## src/rtl/dma_chan_pkg.sv

```systemverilog
// Package: shared encodings for the DMA channel register block.
// Assumes byte offsets on a 32-bit register bus; only the word size code acts.
package dma_chan_pkg;

    localparam logic [1:0] SZ_WORD = 2'd2;

    localparam int unsigned OFS_CSR   = 32'h0000;
    localparam int unsigned OFS_NEXT  = 32'h4000;
    localparam int unsigned OFS_LIMIT = 32'h4004;
    localparam int unsigned OFS_START = 32'h4008;
    localparam int unsigned OFS_STOP  = 32'h400C;
    localparam int unsigned OFS_INIT  = 32'h4200;

    // command bit positions in a control write
    localparam int CMD_DIR     = 0;
    localparam int CMD_SET_EN  = 1;
    localparam int CMD_SET_UPD = 2;
    localparam int CMD_CLR_DONE = 3;
    localparam int CMD_RESET   = 4;

    // pointer indices inside the live and staged banks
    localparam int PIX_NEXT  = 0;
    localparam int PIX_LIMIT = 1;
    localparam int PIX_START = 2;
    localparam int PIX_STOP  = 3;
    localparam int NUM_PTRS  = 4;

    // status flags, packed so that the struct is the status read value
    typedef struct packed {
        logic done;
        logic upd;
        logic en;
        logic dir;
    } chan_flags_t;

    typedef enum logic [2:0] {
        SEL_NONE,
        SEL_CSR,
        SEL_NEXT,
        SEL_LIMIT,
        SEL_START,
        SEL_STOP,
        SEL_INIT
    } reg_sel_e;

endpackage

```

## src/rtl/dma_bus_decode.sv

```systemverilog
// Module: decodes one register bus access into a write target and a read target.
// Assumes a single access per cycle; narrow sizes and unknown offsets select nothing.
module dma_bus_decode
    import dma_chan_pkg::*;
#(
    parameter int ADDR_W = 16
) (
    input  logic              bus_sel,
    input  logic              bus_wr,
    input  logic [ADDR_W-1:0] bus_addr,
    input  logic [1:0]        bus_size,
    output reg_sel_e          wsel,
    output reg_sel_e          rsel
);

    reg_sel_e hit;
    logic     word_acc;

    // maps the offset to a register, independent of direction
    always_comb begin
        hit = SEL_NONE;
        if (bus_addr == ADDR_W'(OFS_CSR))        hit = SEL_CSR;
        else if (bus_addr == ADDR_W'(OFS_NEXT))  hit = SEL_NEXT;
        else if (bus_addr == ADDR_W'(OFS_LIMIT)) hit = SEL_LIMIT;
        else if (bus_addr == ADDR_W'(OFS_START)) hit = SEL_START;
        else if (bus_addr == ADDR_W'(OFS_STOP))  hit = SEL_STOP;
        else if (bus_addr == ADDR_W'(OFS_INIT))  hit = SEL_INIT;
    end

    assign word_acc = bus_sel && (bus_size == SZ_WORD);

    // splits the hit into the write and read selects
    always_comb begin
        wsel = SEL_NONE;
        rsel = SEL_NONE;
        if (word_acc && bus_wr)  wsel = hit;
        if (word_acc && !bus_wr) rsel = hit;
    end

endmodule

```

## src/rtl/dma_csr_flags.sv

```systemverilog
// Module: the four channel flags and the completion pulse.
// Assumes the advance strong already excludes a reset command in the same cycle.
// Beat effects are computed first; command bits of a control write apply on top.
module dma_csr_flags
    import dma_chan_pkg::*;
#(
    parameter int DATA_W = 32
) (
    input  logic              clk,
    input  logic              rst_n,
    input  logic              csr_wr,
    input  logic [DATA_W-1:0] wdata,
    input  logic              adv,
    input  logic              at_bound,
    output chan_flags_t       flags_q,
    output logic              irq_q
);

    chan_flags_t flags_d;
    logic        bound_hit;

    assign bound_hit = adv && at_bound;

    // next-state of the flags: beat outcome, then command bits
    always_comb begin
        flags_d = flags_q;
        if (bound_hit) begin
            flags_d.done = 1'b1;
            if (flags_q.upd) flags_d.upd = 1'b0;
            else             flags_d.en  = 1'b0;
        end
        if (csr_wr) begin
            if (wdata[CMD_RESET]) begin
                flags_d = '0;
            end else begin
                if (wdata[CMD_DIR])      flags_d.dir  = 1'b1;
                if (wdata[CMD_SET_EN])   flags_d.en   = 1'b1;
                if (wdata[CMD_SET_UPD])  flags_d.upd  = 1'b1;
                if (wdata[CMD_CLR_DONE]) flags_d.done = 1'b0;
            end
        end
    end

    // registers the flags and the one-cycle boundary pulse
    always_ff @(posedge clk) begin
        if (!rst_n) begin
            flags_q <= '0;
            irq_q   <= 1'b0;
        end else begin
            flags_q <= flags_d;
            irq_q   <= bound_hit;
        end
    end

endmodule

```

## src/rtl/dma_ptr_bank.sv

```systemverilog
// Module: live and staged pointer sets plus the initial-buffer pointer.
// Assumes the write one-hot and the advance strobe never come from a reset cycle's
// beat. Writes go to the staged set while chain-update is set, else to the live set;
// a write in the same cycle as an advance wins for the register written.
module dma_ptr_bank
    import dma_chan_pkg::*;
#(
    parameter int DATA_W = 32,
    parameter int STEP   = 4,
    parameter int NPTR   = NUM_PTRS
) (
    input  logic                        clk,
    input  logic                        rst_n,
    input  logic                        adv,
    input  logic                        upd_flag,
    input  logic [NPTR-1:0]             wr_ptr,
    input  logic                        wr_init,
    input  logic [DATA_W-1:0]           wdata,
    output logic [NPTR-1:0][DATA_W-1:0] live_q,
    output logic [DATA_W-1:0]           init_q,
    output logic                        at_bound
);

    localparam logic [DATA_W-1:0] STEP_V = DATA_W'(STEP);

    logic [NPTR-1:0][DATA_W-1:0] saved_q;
    logic [DATA_W-1:0]           next_inc;
    logic                        reload;

    assign next_inc = live_q[PIX_NEXT] + STEP_V;
    assign at_bound = (next_inc == live_q[PIX_LIMIT]);
    assign reload   = adv && at_bound && upd_flag;

    for (genvar i = 0; i < NPTR; i++) begin : g_ptr
        // live pointer: direct write, chain reload, or word advance
        always_ff @(posedge clk) begin
            if (!rst_n) begin
                live_q[i] <= '0;
            end else if (wr_ptr[i] && !upd_flag) begin
                live_q[i] <= wdata;
            end else if (reload) begin
                live_q[i] <= saved_q[i];
            end else if (adv && (i == PIX_NEXT)) begin
                live_q[i] <= next_inc;
            end
        end

        // staged pointer: loaded only while chain-update is set
        always_ff @(posedge clk) begin
            if (!rst_n) begin
                saved_q[i] <= '0;
            end else if (wr_ptr[i] && upd_flag) begin
                saved_q[i] <= wdata;
            end
        end
    end

    // initial-buffer pointer: plain storage
    always_ff @(posedge clk) begin
        if (!rst_n)       init_q <= '0;
        else if (wr_init) init_q <= wdata;
    end

endmodule

```

## src/rtl/dma_chan_regs.sv

```systemverilog
// Module: top of one DMA channel register block.
// Assumes one register access per cycle and a beat strobe from the data engine.
// Read data is combinational in the access cycle and zero otherwise.
module dma_chan_regs
    import dma_chan_pkg::*;
#(
    parameter int ADDR_W = 16,
    parameter int DATA_W = 32,
    parameter int STEP   = 4
) (
    input  logic              clk,
    input  logic              rst_n,
    input  logic              bus_sel,
    input  logic              bus_wr,
    input  logic [ADDR_W-1:0] bus_addr,
    input  logic [1:0]        bus_size,
    input  logic [DATA_W-1:0] bus_wdata,
    output logic [DATA_W-1:0] bus_rdata,
    input  logic              xfer_beat,
    output logic              chan_en,
    output logic              chan_dir,
    output logic [DATA_W-1:0] cur_ptr,
    output logic              irq_pulse
);

    localparam int FLAG_W = $bits(chan_flags_t);

    reg_sel_e                        wsel;
    reg_sel_e                        rsel;
    chan_flags_t                     flags_q;
    logic [NUM_PTRS-1:0][DATA_W-1:0] live_ptrs;
    logic [DATA_W-1:0]               init_ptr;
    logic [NUM_PTRS-1:0]             wr_ptr;
    logic                            csr_wr;
    logic                            rst_cmd;
    logic                            adv;
    logic                            at_bound;

    dma_bus_decode #(.ADDR_W(ADDR_W)) u_dec (
        .bus_sel  (bus_sel),
        .bus_wr   (bus_wr),
        .bus_addr (bus_addr),
        .bus_size (bus_size),
        .wsel     (wsel),
        .rsel     (rsel)
    );

    assign csr_wr  = (wsel == SEL_CSR);
    assign rst_cmd = csr_wr && bus_wdata[CMD_RESET];
    assign adv     = xfer_beat && flags_q.en && !rst_cmd;

    assign wr_ptr[PIX_NEXT]  = (wsel == SEL_NEXT);
    assign wr_ptr[PIX_LIMIT] = (wsel == SEL_LIMIT);
    assign wr_ptr[PIX_START] = (wsel == SEL_START);
    assign wr_ptr[PIX_STOP]  = (wsel == SEL_STOP);

    dma_csr_flags #(.DATA_W(DATA_W)) u_flags (
        .clk      (clk),
        .rst_n    (rst_n),
        .csr_wr   (csr_wr),
        .wdata    (bus_wdata),
        .adv      (adv),
        .at_bound (at_bound),
        .flags_q  (flags_q),
        .irq_q    (irq_pulse)
    );

    dma_ptr_bank #(.DATA_W(DATA_W), .STEP(STEP), .NPTR(NUM_PTRS)) u_ptrs (
        .clk      (clk),
        .rst_n    (rst_n),
        .adv      (adv),
        .upd_flag (flags_q.upd),
        .wr_ptr   (wr_ptr),
        .wr_init  (wsel == SEL_INIT),
        .wdata    (bus_wdata),
        .live_q   (live_ptrs),
        .init_q   (init_ptr),
        .at_bound (at_bound)
    );

    // read multiplexer: selected register or zero
    always_comb begin
        unique case (rsel)
            SEL_CSR:   bus_rdata = {{(DATA_W-FLAG_W){1'b0}}, flags_q};
            SEL_NEXT:  bus_rdata = live_ptrs[PIX_NEXT];
            SEL_LIMIT: bus_rdata = live_ptrs[PIX_LIMIT];
            SEL_START: bus_rdata = live_ptrs[PIX_START];
            SEL_STOP:  bus_rdata = live_ptrs[PIX_STOP];
            SEL_INIT:  bus_rdata = init_ptr;
            default:   bus_rdata = '0;
        endcase
    end

    assign chan_en  = flags_q.en;
    assign chan_dir = flags_q.dir;
    assign cur_ptr  = live_ptrs[PIX_NEXT];

endmodule

```

## config.mk

```make
export PLATFORM = sky130hd
export DESIGN_NAME = dma_chan_regs
export DESIGN_NICKNAME = d
export VERILOG_FILES = /design/src/rtl/dma_chan_pkg.sv /design/src/rtl/dma_bus_decode.sv /design/src/rtl/dma_csr_flags.sv /design/src/rtl/dma_ptr_bank.sv /design/src/rtl/dma_chan_regs.sv
export SDC_FILE = /design/constraint.sdc
export NUM_CORES = 1
export LEC_CHECK = 0
export ABC_AREA = 1
export BUFFER_PORTS_ARGS = -buffer_cell sky130_fd_sc_hd__buf_4
export CORE_ASPECT_RATIO = 2
export CORE_MARGIN = 4
export CORE_UTILIZATION = 30
export CTS_CLUSTER_DIAMETER = 40
export DETAILED_ROUTE_END_ITERATION = 8
export PLACE_DENSITY = 0.55
export SLEW_MARGIN = 20
export SYNTH_ARGS = -nofsm -noshare
export SYNTH_HDL_FRONTEND = slang
export SYNTH_SLANG_ARGS = --single-unit
export TNS_END_PERCENT = 5
```

## constraint.sdc

```tcl
create_clock -name clk -period 6.25 [get_ports clk]
set_input_delay 1.25 -clock clk [delete_from_list [all_inputs] [get_ports clk]]
set_output_delay 1.25 -clock clk [all_outputs]
set_load 0.005 [all_outputs]
```

==> qor.csv <==
metric;value;unit
cts_setup_buffers;0;
synth.top_cells.by_count;434 x nand2_1, 413 x nor2_1, 293 x dfxtp_1;
yosysWarnings;0;
cts_max_path_buffers;3;
fillCellCount;5404;
drcViolationCount;0;
synth_top_family_by_area;simple AND/OR/NAND/NOR gates;
p_int;3.364;mW
synthTopCellsByArea;dfxtp_1 39%, nand2_1 11%, nor2_1 10%, nand3_1 6.4%, a211oi_1 4.8%;
maxSlewViolCount;0;
antenna_found_initial;0;
cts_inserted_buffers;38;
synth_cells;2243;
synth.largest_area_cell;dfxtp_1;
ys_ff_latch;293;
nets;2319;
track_usage;23.02;%
cts.clk_slew.worst_paths;0.05;ns
drt-pass1-iter-count;5;
area_delta_synth_final;16.90;%
synthAdderAreaFrac;0.08275;%
critPathLaunch;bus_addr[1];
cts_resized;0;
cp-start-kind;input pin;
grt_pass1_wl;95600;µm
arrival;3.85;ns
finalSetupViolations;0;
crit_chain;buf_4, nor2_1, nand3_1, inv_1, nand4_1, nand2_1, clkinv_1, buf_4, nor3_1, a221oi_1, a31oi_1, buf_4;
critical_path_required;5.00;ns
hold_path_class;register to register;
cpMaxStageDelayCell;nor3_1;
cpPeakStageDelay;0.56;ns
hpwl;43490;µm
avgViaCountPerCell;5.358;
p_leak;6.594;nW
dieArea;54280;µm²
num_antenna_cells;0;
synth_compound_area_share;16.38;%
synth_top_cell_area_share;38.79;%
status;complete, no violations;
hold_buffers;0;
synth-simple-area-share;33.02;%
peakVddDrop;182.9;µV
netlist_area;15120;µm²
cp_max_fo;34;
ys_seq_area_share;38.79;%
die_h;325.5;µm
rr_startpoint;u_ptrs.live_q[2]$_SDFFE_PN0P_;
die_w;166.8;µm
initial_core_util;30.29;%
vias;15760;
port_buffers;121;
async_flop_share;0;%
setup-tns-final;0;ns
clock_latency;0.54;ns
crit_type;input pin to output pin;
drv_cap;0;
period_share;81.60;%
holdCritStartpoint;u_ptrs.saved_q[15]$_SDFFE_PN0P_;
p_sw_share;23.17;%
worst_slew_pin_slew;1.002;ns
ys_types;39;
rsz0062_at_grt;false;
clock-sinks;293;
first_iter_violations;1351;
p_clk_share;54.2;%
cp-end-kind;output pin;
finClkSkew;0.01729;ns
core;49930;µm²
cellPowerDensity;247.7;nW/µm²
fmax;0.1961;GHz
relSlewSlack;33.04;%
synth_edf_count;0;
total_power;4.379;mW
ant_nets;0;
grt_max_degree;76;
cts_tree;yes;
routabilityCongestion;0.9517;
wl;64920;µm
avgSynthCellArea;6.741;µm²
final_hold_viol_count;0;
synth-main-ff-cell;dfxtp_1;
p_sw;1.014;mW
synth.area.mux_share;0;%
h-tree-depth;2;
avgRoutedWirePerCell;22.07;µm
layout_min_cycle_time;5.100;ns
synth-xor-area-share;1.324;%
num_io_pins;122;
grt_overflow;0;
rrSetupSlack;1.67;ns
synth_fp_nets;2299;
combPwrFrac;3.1;%
grt_pass1_vias;15140;
row_count;116;
drive_above_1_share;12.09;%
clockRootBuffer;clkbuf_16;
seq_power_share;42.6;%
cp_common_cell;buf_4;
synth.most_common_cell;nand2_1;
[power groups by stage]
stage               registers [mW]  logic, mW  clock network, mW
global placement              1.91      0.138                  0
global route                  1.87      0.148               2.48
finish                        1.87      0.138               2.37
detailed placement            1.91      0.137                  0
floorplan                     1.91     0.0624                  0
CTS                           1.87      0.138               2.40
[final cells by class]
type	instances	area [µm²]	area share, %
Inverter	191	719.4	4.070
Timing Repair Buffer	157	1191	6.739
Clock buffer	49	1054	5.960
Sequential cell	293	5866	33.18
Clock inverter	20	299.0	1.692
Tap cell	649	812.0	4.594
Multi-Input combinational cell	1582	7735	43.76
[per-layer routing]
| metal | wire length, µm | global-route usage [%] |
|---|---|---|
| met1 | 23460 | 24.87 |
| met2 | 32540 | 41.03 |
| met3 | 3609 | 2.772 |
| met4 | 5313 | 16.59 |
| met5 | 0 | 0 |
[cells in the final DEF, fill, tap and decap left out, types with 69 or more instances in the layout]
master,synthesis,routed
dfxtp_1,293,293
a21oi_1,131,131
nand4_1,69,69
o21ai_0,71,71
nand3_1,192,191
nor2_1,413,413
inv_1,180,179
buf_4,50,156
a211oi_1,97,97
nand2_1,434,434
[through the flow]
step / utilization [%] / setup slack (ns) / hold slack [ns] / instances / area [µm²]
2_1_floorplan: - / 1.916 / 0.4299 / 2243 / 15120
3_3_place_gp: 32.69 / 1.195 / 0.4421 / 2872 / 16320
3_5_place_dp: 32.69 / 1.106 / 0.4443 / 2872 / 16320
4_1_cts: 35.40 / 1.106 / 0.4530 / 2941 / 17680
5_1_grt: 35.40 / 0.9573 / 0.4781 / 2941 / 17680
6_report: 35.40 / 1.150 / 0.4507 / 2941 / 17680
[flip-flops by register name, indices dropped and copies added (netlist names)]
signal,cells
u_ptrs.live_q,128
u_ptrs.saved_q,128
u_ptrs.init_q,32
u_flags.irq_q,1
u_flags.flags_q,4
[cells by family (layout without fill, tap and decap cells)]
group	after synthesis	in the layout
AO/OA/AOI/OAI	399	399
XOR/XNOR	15	15
buffers and inverters	368	417
adder cells (fa/ha/maj)	1	1
flip-flops	293	293
AND/OR/NAND/NOR	1167	1167
[path summary, 6_finish.rpt]
path	to	cells past startpoint
max	bus_rdata[0]	12
min	u_ptrs.saved_q[15]$_SDFFE_PN0P_	2
max reg2reg	u_ptrs.live_q[66]$_SDFFE_PN0P_	19
min reg2reg	u_ptrs.saved_q[15]$_SDFFE_PN0P_	2
[critical path: cells and delay by family]
kind	cells	cell delay [ns]
buffers and inverters	5	0.91
AO/OA/AOI/OAI	2	0.50
AND/OR/NAND/NOR	5	1.19
(Power assumes the default switching activity.)
